[config.mk]
export PLATFORM = sky130hd
export DESIGN_NAME = spi_multilane_reader
export DESIGN_NICKNAME = d
export VERILOG_FILES = /design/src/rtl/spiq_pkg.sv /design/src/rtl/spiq_ctrl.sv /design/src/rtl/spiq_datapath.sv /design/src/rtl/spi_multilane_reader.sv
export SDC_FILE = /design/constraint.sdc
export NUM_CORES = 1
export LEC_CHECK = 0
export ABC_AREA = 1
export BUFFER_PORTS_ARGS = -buffer_cell sky130_fd_sc_hd__buf_2
export CORE_MARGIN = 4
export CORE_UTILIZATION = 44
export DETAILED_ROUTE_END_ITERATION = 7
export PLACE_DENSITY = 0.67
export RECOVER_POWER = 100
export SETUP_SLACK_MARGIN = 0.1
export SYNTH_ARGS = -nofsm -noshare
export SYNTH_HDL_FRONTEND = slang
export SYNTH_SLANG_ARGS = --single-unit
[constraint.sdc]
create_clock -name clk -period 2 [get_ports clk]
set_input_delay 0.2 -clock clk [delete_from_list [all_inputs] [get_ports clk]]
set_output_delay 0.2 -clock clk [all_outputs]
set_load 0.01 [all_outputs]
[src/rtl/spiq_pkg.sv]
package spiq_pkg;

  typedef enum logic [2:0] {
    SQ_IDLE,
    SQ_TX,
    SQ_TURN,
    SQ_RX,
    SQ_TRAIL
  } seqState_t;

  // strobes from the control to the datapath, one clk cycle each
  typedef struct packed {
    logic load;       // capture command and address, enable lane 0
    logic shiftTx;    // advance to next outgoing bit (falling sclk)
    logic releaseOe;  // drop all lane enables (falling sclk)
    logic sample;     // capture lanes (rising sclk)
    logic lastBeat;   // this capture completes a byte
    logic quad;       // four-lane capture width
  } dpStrobe_t;

endpackage

[src/rtl/spiq_ctrl.sv]
module spiq_ctrl
  import spiq_pkg::*;
#(
  parameter int HALF_DIV       = 4,
  parameter int DUMMY_CLKS     = 8,
  parameter int ADDR_BYTES_MAX = 4,
  parameter int CNT_W          = 16
) (
  input  logic                               clk,
  input  logic                               rstN,
  input  logic                               start,
  input  logic                               quadMode,
  input  logic [$clog2(ADDR_BYTES_MAX+1)-1:0] addrBytes,
  input  logic [CNT_W-1:0]                   byteCount,
  output logic [$clog2(ADDR_BYTES_MAX+1)-1:0] nAddr,
  output dpStrobe_t                          strobe,
  output logic                               sclk,
  output logic                               csN,
  output logic                               busy
);

  localparam int ABYTE_W  = $clog2(ADDR_BYTES_MAX + 1);
  localparam int DIV_W    = (HALF_DIV > 1) ? $clog2(HALF_DIV) : 1;
  localparam int TX_MAX   = 8 + 8 * ADDR_BYTES_MAX;
  localparam int BIT_W    = $clog2(TX_MAX + 1);
  localparam int DUMMY_W  = (DUMMY_CLKS > 1) ? $clog2(DUMMY_CLKS) : 1;

  seqState_t          st;
  logic [DIV_W-1:0]   divCnt;
  logic               sclkQ;
  logic               csNQ;
  logic               quadQ;
  logic [BIT_W-1:0]   bitCnt;
  logic [DUMMY_W-1:0] dummyCnt;
  logic [1:0]         beatCnt;
  logic [CNT_W-1:0]   bytesLeft;

  logic             tick;
  logic             accept;
  logic             rise;
  logic             fall;
  logic [BIT_W-1:0] txBitsLast;

  // clamp the requested address length
  always_comb begin
    if (addrBytes > ABYTE_W'(ADDR_BYTES_MAX)) nAddr = ABYTE_W'(ADDR_BYTES_MAX);
    else                                      nAddr = addrBytes;
  end

  assign txBitsLast = BIT_W'(8) + (BIT_W'(nAddr) << 3) - BIT_W'(1);
  assign tick   = (divCnt == DIV_W'(HALF_DIV - 1));
  assign accept = (st == SQ_IDLE) && start && (byteCount != '0);
  assign rise   = tick && !sclkQ && (st == SQ_TX || st == SQ_TURN || st == SQ_RX);
  assign fall   = tick && sclkQ;

  always_comb begin
    strobe           = '0;
    strobe.load      = accept;
    strobe.shiftTx   = fall && (st == SQ_TX) && (bitCnt != '0);
    strobe.releaseOe = fall && (st == SQ_TX) && (bitCnt == '0);
    strobe.sample    = rise && (st == SQ_RX);
    strobe.lastBeat  = rise && (st == SQ_RX) && (beatCnt == 2'd0);
    strobe.quad      = quadQ;
  end

  always_ff @(posedge clk or negedge rstN) begin
    if (!rstN) begin
      st        <= SQ_IDLE;
      divCnt    <= '0;
      sclkQ     <= 1'b0;
      csNQ      <= 1'b1;
      quadQ     <= 1'b0;
      bitCnt    <= '0;
      dummyCnt  <= '0;
      beatCnt   <= '0;
      bytesLeft <= '0;
    end else if (st == SQ_IDLE) begin
      divCnt <= '0;
      sclkQ  <= 1'b0;
      if (accept) begin
        st        <= SQ_TX;
        csNQ      <= 1'b0;
        quadQ     <= quadMode;
        bitCnt    <= txBitsLast;
        bytesLeft <= byteCount;
      end
    end else begin
      divCnt <= tick ? '0 : divCnt + DIV_W'(1);
      if (st == SQ_TRAIL) begin
        if (tick) begin
          st   <= SQ_IDLE;
          csNQ <= 1'b1;
        end
      end else begin
        if (tick) sclkQ <= !sclkQ;
        if (fall) begin
          unique case (st)
            SQ_TX: begin
              if (bitCnt == '0) begin
                st       <= SQ_TURN;
                dummyCnt <= DUMMY_W'(DUMMY_CLKS - 1);
              end else begin
                bitCnt <= bitCnt - BIT_W'(1);
              end
            end
            SQ_TURN: begin
              if (dummyCnt == '0) begin
                st      <= SQ_RX;
                beatCnt <= quadQ ? 2'd1 : 2'd3;
              end else begin
                dummyCnt <= dummyCnt - DUMMY_W'(1);
              end
            end
            SQ_RX: begin
              if (beatCnt == 2'd0) begin
                if (bytesLeft == CNT_W'(1)) begin
                  st <= SQ_TRAIL;
                end else begin
                  bytesLeft <= bytesLeft - CNT_W'(1);
                  beatCnt   <= quadQ ? 2'd1 : 2'd3;
                end
              end else begin
                beatCnt <= beatCnt - 2'd1;
              end
            end
            default: ;
          endcase
        end
      end
    end
  end

  assign sclk = sclkQ;
  assign csN  = csNQ;
  assign busy = (st != SQ_IDLE);

  AST_SCLK_IDLE_LOW: assert property (@(posedge clk) disable iff (!rstN) csNQ |-> !sclkQ);
  AST_BUSY_HOLDS_CFG: assert property (@(posedge clk) disable iff (!rstN)
    (busy && start) |=> $stable(quadQ));

endmodule

[src/rtl/spiq_datapath.sv]
module spiq_datapath
  import spiq_pkg::*;
#(
  parameter int ADDR_BYTES_MAX = 4
) (
  input  logic                                clk,
  input  logic                                rstN,
  input  dpStrobe_t                           strobe,
  input  logic [7:0]                          cmdByte,
  input  logic [8*ADDR_BYTES_MAX-1:0]         addr,
  input  logic [$clog2(ADDR_BYTES_MAX+1)-1:0] nAddr,
  input  logic [3:0]                          sioIn,
  output logic [3:0]                          sioOut,
  output logic [3:0]                          sioOe,
  output logic [7:0]                          rxData,
  output logic                                rxValid
);

  localparam int ABYTE_W = $clog2(ADDR_BYTES_MAX + 1);
  localparam int ADDR_W  = 8 * ADDR_BYTES_MAX;
  localparam int SR_W    = 8 + ADDR_W;

  logic [SR_W-1:0]      txSr;
  logic                 oeQ;
  logic [7:0]           rxSr;
  logic [7:0]           rxNext;
  logic [ABYTE_W+2:0]   alignShift;
  logic [ADDR_W-1:0]    addrAligned;

  // left-align the used address bytes right behind the command
  assign alignShift  = {ABYTE_W'(ADDR_BYTES_MAX) - nAddr, 3'b000};
  assign addrAligned = addr << alignShift;

  always_comb begin
    if (strobe.quad) rxNext = {rxSr[3:0], sioIn[3:0]};
    else             rxNext = {rxSr[5:0], sioIn[1], sioIn[0]};
  end

  always_ff @(posedge clk or negedge rstN) begin
    if (!rstN) begin
      txSr    <= '0;
      oeQ     <= 1'b0;
      rxSr    <= '0;
      rxData  <= '0;
      rxValid <= 1'b0;
    end else begin
      rxValid <= 1'b0;
      if (strobe.load) begin
        txSr <= {cmdByte, addrAligned};
        oeQ  <= 1'b1;
      end else if (strobe.shiftTx) begin
        txSr <= txSr << 1;
      end
      if (strobe.releaseOe) oeQ <= 1'b0;
      if (strobe.sample) begin
        rxSr <= rxNext;
        if (strobe.lastBeat) begin
          rxData  <= rxNext;
          rxValid <= 1'b1;
        end
      end
    end
  end

  assign sioOut = {3'b000, txSr[SR_W-1]};
  assign sioOe  = {3'b000, oeQ};

  AST_SINGLE_LANE_OUT: assert property (@(posedge clk) disable iff (!rstN)
    (sioOe == 4'b0000) || (sioOe == 4'b0001));
  AST_SAMPLE_RELEASED: assert property (@(posedge clk) disable iff (!rstN)
    strobe.sample |-> (sioOe == 4'b0000));
  AST_VALID_PULSE: assert property (@(posedge clk) disable iff (!rstN)
    rxValid |=> !rxValid);

endmodule

[src/rtl/spi_multilane_reader.sv]
module spi_multilane_reader
  import spiq_pkg::*;
#(
  parameter int HALF_DIV       = 4,
  parameter int DUMMY_CLKS     = 8,
  parameter int ADDR_BYTES_MAX = 4,
  parameter int CNT_W          = 16
) (
  input  logic                                clk,
  input  logic                                rstN,
  input  logic                                start,
  input  logic                                quadMode,
  input  logic [7:0]                          cmdByte,
  input  logic [8*ADDR_BYTES_MAX-1:0]         addr,
  input  logic [$clog2(ADDR_BYTES_MAX+1)-1:0] addrBytes,
  input  logic [CNT_W-1:0]                    byteCount,
  output logic                                busy,
  output logic                                sclk,
  output logic                                csN,
  output logic [3:0]                          sioOut,
  output logic [3:0]                          sioOe,
  input  logic [3:0]                          sioIn,
  output logic [7:0]                          rxData,
  output logic                                rxValid
);

  localparam int ABYTE_W = $clog2(ADDR_BYTES_MAX + 1);

  dpStrobe_t          strobe;
  logic [ABYTE_W-1:0] nAddr;

  spiq_ctrl #(
    .HALF_DIV(HALF_DIV),
    .DUMMY_CLKS(DUMMY_CLKS),
    .ADDR_BYTES_MAX(ADDR_BYTES_MAX),
    .CNT_W(CNT_W)
  ) i_ctrl (
    .clk(clk),
    .rstN(rstN),
    .start(start),
    .quadMode(quadMode),
    .addrBytes(addrBytes),
    .byteCount(byteCount),
    .nAddr(nAddr),
    .strobe(strobe),
    .sclk(sclk),
    .csN(csN),
    .busy(busy)
  );

  spiq_datapath #(
    .ADDR_BYTES_MAX(ADDR_BYTES_MAX)
  ) i_dp (
    .clk(clk),
    .rstN(rstN),
    .strobe(strobe),
    .cmdByte(cmdByte),
    .addr(addr),
    .nAddr(nAddr),
    .sioIn(sioIn),
    .sioOut(sioOut),
    .sioOe(sioOe),
    .rxData(rxData),
    .rxValid(rxValid)
  );

  AST_IDLE_RELEASED: assert property (@(posedge clk) disable iff (!rstN)
    csN |-> (sioOe == 4'b0000));
  AST_VALID_IN_FRAME: assert property (@(posedge clk) disable iff (!rstN)
    rxValid |-> !csN);

endmodule

Word-level counts from Yosys, hierarchy flattened

Index checks and enable logic that the tools add are counted.

Logic and storage cells: 134
Input port bits: 67
Flip-flop bits (word level): 91
Output and inout port bits: 20

Reductions and logical operators: 41
Muxes and demuxes: 48
Shift-type cells: 1
Bitwise gates (word level): 2
Add/subtract/negate cells: 8
Order comparisons: 1
Equality and inequality tests: 19

Operators by type and width:

| kind                                                                     | count |
|---|---|
| 16-bit 2-to-1 mux                                                        | 7 |
| 40-bit 2-to-1 mux                                                        | 2 |
| 3-bit 2-to-1 mux                                                         | 12 |
| 6-bit 2-to-1 mux                                                         | 6 |
| 32-bit by 6-bit << shifter with 32-bit output                            | 1 |
| 2-bit nonzero test                                                       | 10 |
| 6-bit AND reduction                                                      | 3 |
| 16-bit by 1-bit == test with 1-bit output (second input constant)        | 1 |
| 4-bit inequality test (second input constant)                            | 4 |
| 16-bit nonzero test                                                      | 1 |
| 16-bit by 1-bit subtractor with 16-bit output (second input constant)    | 1 |
| 2-bit 2-to-1 mux                                                         | 6 |
| 6-bit by 1-bit subtractor with 6-bit output (second input constant)      | 2 |
| 1-bit 2-to-1 mux                                                         | 11 |
| 1-bit logical AND                                                        | 10 |
| 3-bit case mux with 3 select lines                                       | 1 |
| 8-bit 2-to-1 mux                                                         | 1 |
| 2-bit inequality test (second input constant)                            | 4 |
| 8-bit AND reduction                                                      | 1 |
| 4-bit by 6-bit adder with 6-bit output (first input constant)            | 1 |
| 3-bit by 2-bit == test with 1-bit output (second input constant)         | 2 |
| 3-bit zero test                                                          | 2 |
| 6-bit zero test                                                          | 1 |
| 2-bit by 1-bit inequality test with 1-bit output (second input constant) | 3 |
| 22 further kinds                                                         | 27 |

Depth between registers and ports, before layout

Gate-level depths: netlist of run 1.

Word-level depth: 8
Depth in mapped cells: 13
Mapped depth without buffers: 12

Modules after synthesis

A second synthesis of run 1 with hierarchy kept.

Cells, all modules: 860
Area, all modules: 5801.8 um^2

Modules (own cells, without submodules):

| module        | cells each | area an instance (um^2) | times used |
|---|---|---|---|
| spiq_datapath | 443        | 3183.1                  | 1 |
| spiq_ctrl     | 417        | 2618.8                  | 1 |

Worst setup path before layout of run 1

Ideal clock, no wire load.

Path type: in2reg
From: in addrBytes[0]
To: reg i_dp.txSr[29]
Cell stages on the path: 13
Required time: 1.931 ns
Library setup time: 0.069 ns
Data arrival time: 1.890 ns
Slack: 0.041 ns
Path through: inv_1 > nor2_2 > inv_1 > clkbuf_1 > ha_1 > xnor2_2 > inv_1 > nor2_2 > buf_2 > nand2_1 > nand2_1 > nand2_1 > nand3_1

Word-level cells in the longest chain between the ends: 5

RTL lines:

| element                                           | line                       | source |
|---|---|---|
| start, declared                                   | spi_multilane_reader.sv:15 | `input logic [$clog2(ADDR_BYTES_MAX+1)-1:0] addrBytes,` |
| 3-bit > comparator                                | spiq_ctrl.sv:46            | `if (addrBytes > ABYTE_W'(ADDR_BYTES_MAX)) nAddr = ABYTE_W'(ADDR_BYTES_MAX);` |
| 3-bit 2-to-1 mux (*)                              | spiq_ctrl.sv:46            |  |
| 3-bit subtractor (*)                              | spiq_datapath.sv:31        | `assign alignShift = {ABYTE_W'(ADDR_BYTES_MAX) - nAddr, 3'b000};` |
| 32-bit by 6-bit << shifter with 32-bit output (*) | spiq_datapath.sv:32        | `assign addrAligned = addr << alignShift;` |
| 40-bit 2-to-1 mux (*)                             | spiq_datapath.sv:48        | `if (strobe.load) begin` |
| end signal, assigned                              | spiq_datapath.sv:49        | `txSr <= {cmdByte, addrAligned};` |
| end signal, assigned                              | spiq_datapath.sv:52        | `txSr <= txSr << 1;` |
| end, declared                                     | spiq_datapath.sv:23        | `logic [SR_W-1:0] txSr;` |

Every way passes the cells marked *; elsewhere a longest branch is shown, timed or not.
A chain may end at the register's enable or synchronous reset.

Worst setup path after layout of run 1

From: reg i_ctrl.bitCnt[2]
To: reg i_dp.txSr[16]

Word-level cells in the longest chain between the ends: 3

RTL lines:

| element                      | line             | source |
|---|---|---|
| start, declared              | spiq_ctrl.sv:33  | `logic [BIT_W-1:0] bitCnt;` |
| start signal, assigned       | spiq_ctrl.sv:84  | `bitCnt <= txBitsLast;` |
| start signal, assigned       | spiq_ctrl.sv:103 | `bitCnt <= bitCnt - BIT_W'(1);` |
| 6-bit nonzero test           | spiq_ctrl.sv:59  | `strobe.shiftTx = fall && (st == SQ_TX) && (bitCnt != '0);` |
| 1-bit logical AND            | spiq_ctrl.sv:59  |  |
| 2-bit nonzero test (no line) | -                |  |

No other way between the ends.

==> results of run 1 <==
## state kept, by name (all words and copies together) (netlist names)
register / count
i_ctrl.bytesLeft: 16
i_dp.rxValid: 1
i_ctrl.csN: 1
i_dp.oeQ: 1
i_dp.rxData: 8
i_ctrl.dummyCnt: 3
i_ctrl.quadQ: 1
i_ctrl.divCnt: 2
i_ctrl.sclk: 1
i_ctrl.st: 3
i_ctrl.beatCnt: 2
i_dp.rxSr: 6
i_ctrl.bitCnt: 6
i_dp.txSr: 40
## path summary, 6_finish.rpt
path	startpoint	end	slack, ns	cells after the start
worst max-delay path	i_ctrl.bitCnt[2]	i_dp.txSr[16]	0.22	7
worst min-delay path	quadMode	i_ctrl.quadQ	0.05	3
worst max register to register	i_ctrl.bitCnt[2]	i_dp.txSr[16]	0.22	7
worst min register to register	i_ctrl.divCnt[0]	i_ctrl.divCnt[0]	0.43	1
max in group asynchronous	rstN	i_ctrl.quadQ	0.41	3
min in group asynchronous	rstN	i_dp.txSr[39]	0.57	2
## cells in the final DEF, fill, tap and decap left out, types with 2 or more instances in the layout
cell type  instances
a21oi_1           16
buf_12             2
buf_2             65
buf_4             16
bufinv_16          2
clkbuf_1          15
clkbuf_16          9
clkbuf_2           2
conb_1             6
dfrtp_1           90
ha_1               8
inv_1             64
inv_2              3
inv_6              3
nand2_1          287
nand2_2            2
nand3_1          110
nand3b_1           2
nand4_1            8
nor2_1            75
nor2_4             3
nor3_1             2
o211ai_1           9
o21ai_0           53
o21ai_1            5
o31ai_1            2
or2_2              2
xor2_1             2
## routing by layer
metal	vias up	share of wire
met1	2389	0.48
li1	2698	-
met4	0	0.015
met2	104	0.46
met5	-	0
met3	15	0.046
## per-stage QoR
stage | cell area, um^2 | total power (uW)
6_report | 6400 | 8880
5_1_grt | 6400 | 9770
4_1_cts | 6430 | 8980
3_5_place_dp | 6080 | 7050
3_3_place_gp | 6080 | 6990
2_1_floorplan | 5470 | 5970
## power groups by stage
| stage | clock network (uW) | registers (uW) | logic (uW) |
|---|---|---|---|
| 2_1_floorplan | 0 | 3140 | 2830 |
| 3_3_place_gp | 0 | 3220 | 3770 |
| 3_5_place_dp | 0 | 3240 | 3810 |
| 4_1_cts | 1930 | 3210 | 3840 |
| 5_1_grt | 2010 | 3330 | 4420 |
| 6_report | 1880 | 3220 | 3770 |
## final cells by class
type / instances / area share
Sequential cell: 91 / 0.356
Inverter: 69 / 0.0406
Clock buffer: 10 / 0.0373
Tap cell: 168 / 0.0328
Clock inverter: 6 / 0.0147
Multi-Input combinational cell: 603 / 0.429
Timing Repair Buffer: 102 / 0.0895
## critical path: cells and delay by family, from the launching register on
kind,cells,cell delay (ns)
and+or+nand+nor,5,1.00
DFF,1,0.41
buffers and inverters,2,0.26
## cells by family after synthesis
logic type,count (synthesis),share of synthesized area
compound gates,91,0.0935
fa+ha+maj,8,0.0184
other cells,1,0.000690
buf+inv,108,0.0822
flops,91,0.419
xor+xnor,4,0.00783
simple gates,494,0.378
## repair_timing
item	in CTS	in global routing
buffers inserted	0	0
hold buffers	1	0
setup endpoints to repair	0	33
gates resized for setup	0	7
endpoints found under the hold margin	37	0
==> flow_metrics.tcl, run 1 <==
set metrics [dict create \
    outcome "finished, final reports clean" \
    top_usage_layer "met2" \
    synth_area_leader_cell "dfrtp_1" \
    p_int_uw 5170 \
    fin_ws_ns 0.221 \
    crit_required_ns 2.23 \
    grt_overflow_total 0 \
    routed-via-count 5206 \
    cts_tree "built" \
    vdd_drop_max_v 0.000644 \
    fin_cells 1049 \
    die-area_mm2 0.0142 \
    clock_latency_ns 0.35 \
    drive_gt1_frac 0.136 \
    setup.worst_path.class "flip-flop to flip-flop" \
    postLayoutCoreUtil 0.531 \
    fp.dieH_um 119 \
    totalWireLength_um 13300 \
    ant_nets 0 \
    post-synth-top-count-cell "nand2_1" \
    syn_area_mm2 0.00543 \
    drv_cap 0 \
    coreArea_mm2 0.0121 \
    finalMaxSlewViolations 0 \
    syn-instance-count 797 \
    cp_data_arrival_time_ns 2.01 \
    first_iter_violations 478 \
    nets 951 \
    cp-end-kind "flip-flop" \
    hpwl_um 9850 \
    grt_usage 0.192 \
    crit_fanout 35 \
    slowest_stage "dfrtp_1" \
    switchingPower_uw 3710 \
    die_x_um 119 \
    fmax_ghz 0.562 \
    firstDrtPassIters 4 \
    dp_slack_ns 0.0926 \
    cts_buffer_depth 2 \
    cts_buffers 9 \
    slowest_delay_ns 0.41 \
    p_leak_uw 0.00332 \
    multiInputGateArea_mm2 0.00275 \
    p_comb_frac 0.425 \
    synth.distinct_cells 36 \
    synth-seq-cells 91 \
    setup_viol 0 \
    dp_cells 1032 \
    synth_ff_type "dfrtp_1" \
    fin_crit_sh 0.890 \
    synth_top_area_frac 0.414 \
    grt_util_met2 0.295 \
    antenna_found_initial 0 \
    drc 0 \
    rsz0062_at_grt "false" \
    grt_pass1_vias 4709 \
    wl_per_cell_um 12.7 \
    clock_power_share 0.212 \
    yosysWarnings 0 \
    finalWeightedCongestion 0.884 \
    ys_seq_area_frac 0.419 \
    cpMostUsedCell "nand2_1" \
    regArea_mm2 0.00228 \
    synthArstFlopShare 1.00 \
    fin_skew_ns 0.00666 \
    synth-edff-count 0 \
    initial_utilization 0.451 \
    num_rows 40 \
    nFillCells 1221 \
    use_met3 0.0337 \
    period_needed_ns 1.78 \
    synth_area_leaders "dfrtp_1, nand2_1, nand3_1" \
    power.share.sequential 0.363 \
    path_cells "nor2_1 -> nand4_1 -> nand2_1 -> inv_2 -> buf_6 -> nand2_1 -> nand3_1" \
    grt_max_degree 41 \
    ioPinCount 87 \
    cts_root_buf "clkbuf_16" \
    numClockSinks 91 \
    maxSlewHeadroom 0.316 \
    p_per_area_mw_per_mm2 1390 \
    grt_pass1_wl_um 22400 \
    finalHoldViolations 0 \
    diodes 0 \
    worst_slew_pin_slew_ns 1.03 \
    synth_commonest_cells "nand2_1, nand3_1, dfrtp_1" \
    fin_tns_setup_ns 0 \
    syn_avg_cell_area_um2 6.82 \
    p_sw_frac 0.418 \
    port_buffers 80 \
    htreeDepth 3 \
    use_met1 0.274 \
    cts.reportedPaths.clkPinSlew_ns 0.07 \
    hold_slack_ns 0.0497 \
    synthToLayoutAreaGrowth_pct 17.9 \
    worstSetupStartpointType "flip-flop" \
    min_path_type "input pin to flip-flop" \
    routed_via_density 4.96 \
]
No activity file was read; power rests on OpenSTA's default activity.
==> inputs of run 2 (changes only) <==
- CELL_PAD_IN_SITES_DETAIL_PLACEMENT: not set -> 1
- CELL_PAD_IN_SITES_GLOBAL_PLACEMENT: not set -> 2
- CORE_UTILIZATION: 44 -> 32
- PLACE_DENSITY: 0.67 -> 0.83
- SYNTH_HIERARCHICAL: not set -> 1
==> run 2 against run 1 <==
Register-to-register slack got worse by 0.02 ns; non-clock buffer count grew 15; via count grew 10%; clock skew up 0.0050 ns; largest cell class unchanged; critical path type unchanged; first-iteration DRC count shrank 31%; clock-buffer cell count stayed put.
==> flow_metrics.tcl, run 2 <==
set metrics [dict create \
    cts.reportedPaths.clkPinSlew_ns 0.07 \
    drv_cap 0 \
    synth-seq-cells 91 \
    nFillCells 2298 \
    grt_overflow_total 0 \
    post-synth-top-count-cell "nand2_1" \
    layout_common_cells "nand2_1, nor2_1, dfrtp_1, nand3_1, buf_2" \
    num_rows 48 \
    rsz0062_at_grt "true" \
    fin_skew_ns 0.0117 \
    outcome "finished, final reports clean" \
    ant_nets 0 \
    ys_seq_area_frac 0.393 \
    hold_slack_ns 0.0599 \
    setup_viol 0 \
    synth_area_leaders "dfrtp_1, nand2_1, nand3_1" \
    synth-edff-count 0 \
    synth_commonest_cells "nand2_1, nor2_1, dfrtp_1" \
    synth.distinct_cells 38 \
    largest_register_ffs 40 \
    placed_area_mm2 0.00657 \
    top_regs "i_dp/txSr: 40 flops, i_ctrl/bytesLeft: 16 flops, i_dp/rxData: 8 flops" \
    synthArstFlopShare 1.00 \
    drc 0 \
    drive_gt1_frac 0.157 \
    worst_slew_pin_slew_ns 0.800 \
    totalWireLength_um 17500 \
    p_leak_uw 0.00354 \
    initial_utilization 0.331 \
    coreArea_mm2 0.0175 \
    die_x_um 143 \
    htreeDepth 3 \
    routed_via_density 4.85 \
    antenna_found_initial 0 \
    grt_usage 0.177 \
    maxSlewHeadroom 0.467 \
    cts_tree "built" \
    hpwl_um 13100 \
    syn_area_mm2 0.00580 \
    syn_avg_cell_area_um2 6.75 \
    cp_data_arrival_time_ns 2.04 \
    numClockSinks 91 \
    first_iter_violations 329 \
    finalMaxSlewViolations 0 \
    fin_tns_setup_ns 0 \
    min_path_type "input pin to flip-flop" \
    finalHoldViolations 0 \
    yosysWarnings 6 \
    routed-via-count 5724 \
    diodes 0 \
    worstSetupStartpointType "flip-flop" \
    fp.dieH_um 143 \
    finalWeightedCongestion 0.816 \
    setup.worst_path.class "flip-flop to flip-flop" \
    synthToLayoutAreaGrowth_pct 18.0 \
    vdd_drop_max_v 0.000510 \
    die-area_mm2 0.0203 \
    grt_pass1_vias 5808 \
    largest-register "i_dp/txSr" \
    grt_pass1_wl_um 29100 \
    firstDrtPassIters 4 \
    final_area_mm2 0.00684 \
    ioPinCount 87 \
    cp-end-kind "flip-flop" \
    clock_latency_ns 0.35 \
    cts_root_buf "clkbuf_16" \
    period_needed_ns 1.80 \
    grt_max_degree 41 \
    p_per_area_mw_per_mm2 1360 \
    syn-instance-count 860 \
    crit_required_ns 2.24 \
    cts_buffer_depth 2 \
    final_common_cell "nand2_1" \
    fin_crit_sh 0.900 \
    nets 1024 \
    cts_buffers 9 \
    wl_per_cell_um 14.8 \
    synth_top_area_frac 0.388 \
    fmax_ghz 0.555 \
    port_buffers 80 \
    synth_area_leader_cell "dfrtp_1" \
    synth_ff_type "dfrtp_1" \
    crit_fanout 10 \
]
run 2: worst paths after layout:
check                            startpoint            endpoint  slack, ns  cells past startpoint
setup / recovery           i_ctrl/divCnt[0]        i_dp/rxSr[4]       0.20                      6
hold / removal                     sioIn[0]      i_dp/rxData[0]       0.06                      3
setup reg to reg           i_ctrl/divCnt[0]        i_dp/rxSr[4]       0.20                      6
hold reg to reg            i_ctrl/divCnt[0]    i_ctrl/divCnt[0]       0.45                      1
max in group asynchronous              rstN  i_ctrl/dummyCnt[1]       0.37                      3
min in group asynchronous              rstN    i_ctrl/bitCnt[1]       0.47                      2
run 2: layer usage:
metal | wire length, um | GRT usage
met1 | 8720 | 0.255
met2 | 7880 | 0.279
met4 | 196 | 0.0480
met5 | 0 | 0
met3 | 701 | 0.0241
run 2: cell families after synthesis:
logic type	share of synthesized area
mux	0.00388
xor+xnor	0.00604
buf+inv	0.102
simple gates	0.381
flops	0.393
compound gates	0.0962
fa+ha+maj	0.0173
other cells	0.000646
run 2: power by group:
group | switching, uW | leakage (uW) | total [uW] | internal, uW
registers | 549 | 0.00110 | 3140 | 2590
logic | 2890 | 0.00230 | 4500 | 1610
clock network | 806 | 0.000145 | 1700 | 894
run 2: layout make-up:
type	instances	area, um^2	area share
Multi-Input combinational cell	659	2990	0.437
Timing Repair Buffer	117	737	0.108
Clock buffer	10	239	0.0349
Inverter	71	272	0.0397
Sequential cell	91	2280	0.333
Clock inverter	6	47.5	0.00695
Tap cell	225	282	0.0411
run 2: what timing repair did:
| action | in CTS | in global routing |
|---|---|---|
| resized for setup | 0 | 13 |
| hold buffers | 1 | 0 |
| setup buffers | 0 | 0 |
| setup endpoints to repair | 0 | 60 |
| hold endpoints to repair | 25 | 0 |
run 2: through the flow:
| stage | cells | util | power, uW | setup slack (ns) |
|---|---|---|---|---|
| after detailed placement | 1161 | 0.374 | 7640 | 0.0909 |
| final | 1179 | 0.390 | 9340 | 0.200 |
| after global placement | 1161 | 0.374 | 7540 | 0.124 |
| after CTS | 1178 | 0.391 | 9410 | 0.126 |
| after floorplan | 865 | - | 6340 | 0.118 |
| after global routing | 1179 | 0.390 | 10300 | 0.0565 |
run 2: critical path: stages (launching register included):
cell and delay (ns):
dfrtp_1 0.36, ha_1 0.26, inv_1 0.08, or2_2 0.29, nor2_1 0.18, buf_4 0.19
mux2_2 0.34
